### config.mk
export PLATFORM = sky130hd
export DESIGN_NAME = supply_reset_sequencer
export DESIGN_NICKNAME = d
export VERILOG_FILES = /design/src/rtl/rsq_pkg.sv /design/src/rtl/rsq_sync.sv /design/src/rtl/rsq_deglitch.sv /design/src/rtl/rsq_release.sv /design/src/rtl/supply_reset_sequencer.sv
export SDC_FILE = /design/constraint.sdc
export NUM_CORES = 1
export LEC_CHECK = 0
export CAP_MARGIN = 20
export CELL_PAD_IN_SITES_DETAIL_PLACEMENT = 1
export CELL_PAD_IN_SITES_GLOBAL_PLACEMENT = 1
export CORE_MARGIN = 1
export CORE_UTILIZATION = 30
export DETAILED_ROUTE_END_ITERATION = 6
export DONT_BUFFER_PORTS = 1
export HOLD_SLACK_MARGIN = 0.08
export PLACE_DENSITY = 0.54
export RECOVER_POWER = 100
export SLEW_MARGIN = 10
export SYNTH_ARGS = -nofsm -noshare
export SYNTH_HDL_FRONTEND = slang
export SYNTH_SLANG_ARGS = --single-unit
### constraint.sdc
create_clock -name clk -period 4.4 [get_ports clk]
set_clock_uncertainty 0.1 [all_clocks]
set_input_delay 0.44 -clock clk [delete_from_list [all_inputs] [get_ports clk]]
set_output_delay 0.44 -clock clk [all_outputs]
set_load 0.02 [all_outputs]
### src/rtl/rsq_pkg.sv
package rsq_pkg;
  typedef enum logic [1:0] {
    SEQ_HOLD  = 2'd0,
    SEQ_DELAY = 2'd1,
    SEQ_RUN   = 2'd2
  } seq_state_t;
endpackage

### src/rtl/rsq_sync.sv
module rsq_sync #(
  parameter int STAGES = 2
) (
  input  logic clk,
  input  logic rst,
  input  logic d_async,
  output logic q_sync
);
  logic [STAGES-1:0] chain_q;

  always_ff @(posedge clk) begin
    if (rst) chain_q <= '0;
    else     chain_q <= {chain_q[STAGES-2:0], d_async};
  end

  assign q_sync = chain_q[STAGES-1];
endmodule

### src/rtl/rsq_deglitch.sv
module rsq_deglitch #(
  parameter int GLITCH_TICKS = 6
) (
  input  logic clk,
  input  logic rst,
  input  logic level_in,
  output logic level_qual
);
  localparam int CW = $clog2(GLITCH_TICKS + 1);
  localparam logic [CW-1:0] LAST = CW'(GLITCH_TICKS - 1);

  logic [CW-1:0] run_q;
  logic          qual_q;

  // Count consecutive high cycles; any low cycle clears the run.
  always_ff @(posedge clk) begin
    if (rst || !level_in) begin
      run_q  <= '0;
      qual_q <= 1'b0;
    end else if (run_q == LAST) begin
      qual_q <= 1'b1;
    end else begin
      run_q <= run_q + 1'b1;
    end
  end

  assign level_qual = qual_q;
endmodule

### src/rtl/rsq_release.sv
module rsq_release
  import rsq_pkg::*;
#(
  parameter int DELAY_TICKS = 40
) (
  input  logic clk,
  input  logic rst,
  input  logic uv_qual,
  input  logic wd_fault,
  output logic rst_n_q,
  output logic active_q
);
  localparam int DW = $clog2(DELAY_TICKS + 1);
  localparam logic [DW-1:0] LAST = DW'(DELAY_TICKS - 1);

  seq_state_t    state_q;
  logic [DW-1:0] cnt_q;

  always_ff @(posedge clk) begin
    if (rst) begin
      state_q  <= SEQ_DELAY;
      cnt_q    <= '0;
      rst_n_q  <= 1'b0;
      active_q <= 1'b1;
    end else begin
      case (state_q)
        SEQ_HOLD: begin
          if (!uv_qual) begin
            state_q <= SEQ_DELAY;
            cnt_q   <= '0;
          end
        end
        SEQ_DELAY: begin
          if (uv_qual) begin
            state_q <= SEQ_HOLD;
            cnt_q   <= '0;
          end else if (cnt_q == LAST) begin
            state_q  <= SEQ_RUN;
            rst_n_q  <= 1'b1;
            active_q <= 1'b0;
          end else begin
            cnt_q <= cnt_q + 1'b1;
          end
        end
        SEQ_RUN: begin
          if (uv_qual) begin
            state_q  <= SEQ_HOLD;
            cnt_q    <= '0;
            rst_n_q  <= 1'b0;
            active_q <= 1'b1;
          end else if (wd_fault) begin
            state_q  <= SEQ_DELAY;
            cnt_q    <= '0;
            rst_n_q  <= 1'b0;
            active_q <= 1'b1;
          end
        end
        default: begin
          state_q  <= SEQ_HOLD;
          cnt_q    <= '0;
          rst_n_q  <= 1'b0;
          active_q <= 1'b1;
        end
      endcase
    end
  end
endmodule

### src/rtl/supply_reset_sequencer.sv
module supply_reset_sequencer #(
  parameter int SYNC_STAGES  = 2,
  parameter int GLITCH_TICKS = 6,
  parameter int DELAY_TICKS  = 40
) (
  input  logic clk,
  input  logic rst,
  input  logic uv_raw,
  input  logic wd_fault,
  output logic rst_n_out,
  output logic rst_active
);
  logic uv_sync;
  logic uv_filt;

  rsq_sync #(.STAGES(SYNC_STAGES)) u_sync (
    .clk     (clk),
    .rst     (rst),
    .d_async (uv_raw),
    .q_sync  (uv_sync)
  );

  rsq_deglitch #(.GLITCH_TICKS(GLITCH_TICKS)) u_deglitch (
    .clk        (clk),
    .rst        (rst),
    .level_in   (uv_sync),
    .level_qual (uv_filt)
  );

  rsq_release #(.DELAY_TICKS(DELAY_TICKS)) u_release (
    .clk      (clk),
    .rst      (rst),
    .uv_qual  (uv_filt),
    .wd_fault (wd_fault),
    .rst_n_q  (rst_n_out),
    .active_q (rst_active)
  );
endmodule

==> impl_metrics.json <==
{
  "ys_seq_area_share_pct": 42.1,
  "synthFlopType": "dfxtp_1",
  "hold_slack_ps": 102,
  "p_leak_uw": 0.000319,
  "min_to": "u_sync.chain_q[0]$_SDFF_PP0_",
  "grt_pass1_vias": 574,
  "ys_warn_count": 0,
  "ant_nets": 0,
  "critPathLaunch": "u_deglitch.level_qual$_SDFFE_PP0N_",
  "maxSlewHeadroom_pct": 68.1,
  "hold_start": "rst",
  "grt_max_degree": 13,
  "cts_setup_buffers": 0,
  "antenna_found_initial": 0,
  "clockRootBuffer": "clkbuf_4",
  "diodes": 0,
  "rrSetupSlack_ps": 2620,
  "cts_tree": "built",
  "power_per_cell_area_mw_per_mm2": 347,
  "cp_max_fo": 12,
  "num_rows": 17,
  "die_area_mm2": 0.00274,
  "synth_edf_count": 0,
  "syn_inst": 81,
  "dp.cells": 106,
  "first_pass_iters": 2,
  "gp_congestion": 0.686,
  "start_util_pct": 33.1,
  "fin_crit_sh_pct": 40.5,
  "wirelength_mm": 1.40,
  "drv_cap": 0,
  "die_h_um": 52.4,
  "vias": 557,
  "worstReg2RegEnd": "u_release.cnt_q[0]$_SDFFE_PP0P_",
  "viasPerCell": 5.06,
  "clock.fmax_mhz": 561,
  "whs_path_depth": 1,
  "cts.sinks": 16,
  "grt_usage_pct": 12.7,
  "nNetsFinal": 90,
  "syn2layout_area_growth_pct": 6.41,
  "rsz0062_at_grt": "no",
  "clk_pin_slew_ps": 110,
  "instances_no_fill": 110,
  "ys_ff_latch": 16,
  "die_x_um": 52.4,
  "dp.final_hpwl_mm": 1.08,
  "worst_setup_path_end_kind": "flop",
  "drive_gt1_share_pct": 13.4,
  "holdCritPathClass": "primary input to flop",
  "overflow": 0,
  "async_flop_share_pct": 0,
  "r2r_cells": 4,
  "coreArea_mm2": 0.00230,
  "finalHoldViolations": 0,
  "clock_path_buffers": 2,
  "r2r_start": "u_deglitch.level_qual$_SDFFE_PP0N_",
  "fin_tns_setup_ps": 0,
  "syn-cell-area_um2": 761,
  "cts_resized": 0,
  "crit_required_ps": 4540,
  "outcome": "finished, final reports clean",
  "setup_violations": 0,
  "n_fill_cell": 278,
  "drt_iter0_drc": 2,
  "ir_worst_vdd_mv": 0.157,
  "cts_inserted_buffers": 3,
  "wire_per_inst_um": 12.7,
  "syn_avg_cell_area_um2": 9.39,
  "path_class": "flop to flop",
  "post-route-drc-count": 0,
  "num_io_pins": 6,
  "slew_viol_final": 0,
  "fin_crit_ps": 1780,
  "syn-num-nets": 88,
  "grt_pass1_wl_mm": 2.47,
  "postCtsHoldBufs": 0,
  "startpoint_type": "flop",
  "htree_num_levels": 1,
  "clkLatencyLatePin_ps": 290,
  "crit_arrival_ps": 1920,
  "ys_types": 33,
  "tightest_slew_ps": 478,
  "port_buffers": 0
}
-- worst max path at each step --
| stage | end | slack [ps] | depth (start not counted) |
|---|---|---|---|
| 3_5_place_dp | u_release.cnt_q[5]$_SDFFE_PP0P_ | 2710 | 4 |
| 3_3_place_gp | u_release.state_q[0]$_SDFFE_PP1P_ | 2730 | 4 |
| 6_report | u_release.cnt_q[0]$_SDFFE_PP0P_ | 2620 | 4 |
| 4_1_cts | u_release.cnt_q[5]$_SDFFE_PP0P_ | 2700 | 4 |
| 5_1_grt | u_release.cnt_q[0]$_SDFFE_PP0P_ | 2450 | 4 |
| 2_1_floorplan | u_release.cnt_q[0]$_SDFFE_PP0P_ | 2850 | 4 |
-- cell usage in the layout (no fill, tap or decap), types with 2 or more instances in the layout --
cell type and n:
nand2_1 5, a22o_1 2, o21ai_0 3, dfxtp_1 16, o21a_1 3, a21oi_1 5
nand3_1 3, inv_1 3, ha_1 3, nor2_1 12, nor3_1 2, nor2b_1 2
clkbuf_4 3, xnor2_1 2
-- synthesized netlist by cell type (2+ instances only) --
library cell,number,area [µm²]
dfxtp_1,16,320
nor2_1,12,45.0
a21oi_1,5,25.0
nand2_1,5,18.8
ha_1,3,37.5
inv_1,3,11.3
nand3_1,3,15.0
o21a_1,3,22.5
o21ai_1,3,15.0
a22o_1,2,17.5
nor2b_1,2,12.5
nor3_1,2,10.0
xnor2_1,2,17.5
-- power breakdown --
group          leakage [µW]  total (µW)  internal [µW]  switching (µW)
Clock             0.0000210        98.7           50.3            48.4
Combinational      0.000167        17.6           9.52            8.08
Sequential         0.000130         165            153            12.0
-- critical path: stages (launching register included) --
cell      delay [ps]
dfxtp_1          550
nor3b_1          290
a21oi_1           90
a221oi_1         470
mux2_2           240
-- state kept, by name, summed over array words and instances, names as in the netlist --
name                   cells
u_deglitch.level_qual      1
u_release.cnt_q            6
u_deglitch.run_q           3
u_release.rst_n_q          1
u_sync.chain_q             2
u_release.state_q          2
u_release.active_q         1
-- metal layers --
metal	GRT usage, %	wire length [µm]	vias up
li1	-	-	291
met1	16.6	745	258
met2	18.4	591	6
met3	4.06	53	2
met4	6.58	12	0
met5	0	0	-
-- cells by family (layout without fill, tap and decap cells) --
group | count (synthesis) | count (layout) | share of synthesized area (%)
buffers and inverters | 6 | 7 | 3.62
multiplexers | 1 | 1 | 1.48
flip-flops | 16 | 16 | 42.1
adder cells (fa/ha/maj) | 3 | 3 | 4.93
AND/OR/NAND/NOR | 33 | 33 | 26.6
XOR/XNOR | 2 | 2 | 2.30
AO/OA/AOI/OAI | 20 | 20 | 18.9
-- stage by stage --
| step | instance area [µm²] | total power, µW | setup WS, ps | utilization (%) |
|---|---|---|---|---|
| 4_1_cts | 816 | 288 | 2700 | 35.5 |
| 3_3_place_gp | 779 | 186 | 2730 | 33.9 |
| 2_1_floorplan | 761 | 181 | 2850 | - |
| 6_report | 810 | 281 | 2620 | 35.2 |
| 5_1_grt | 810 | 296 | 2450 | 35.2 |
| 3_5_place_dp | 779 | 186 | 2710 | 33.9 |
-- layout make-up --
class	instances	area, µm²	area share, %
multi-input combinational	59	407	50.2
sequential	16	320	39.6
clock buffer	4	36.3	4.48
tap	28	35.0	4.33
inverter	3	11.3	1.39
Power figures use the tool's default switching activity.
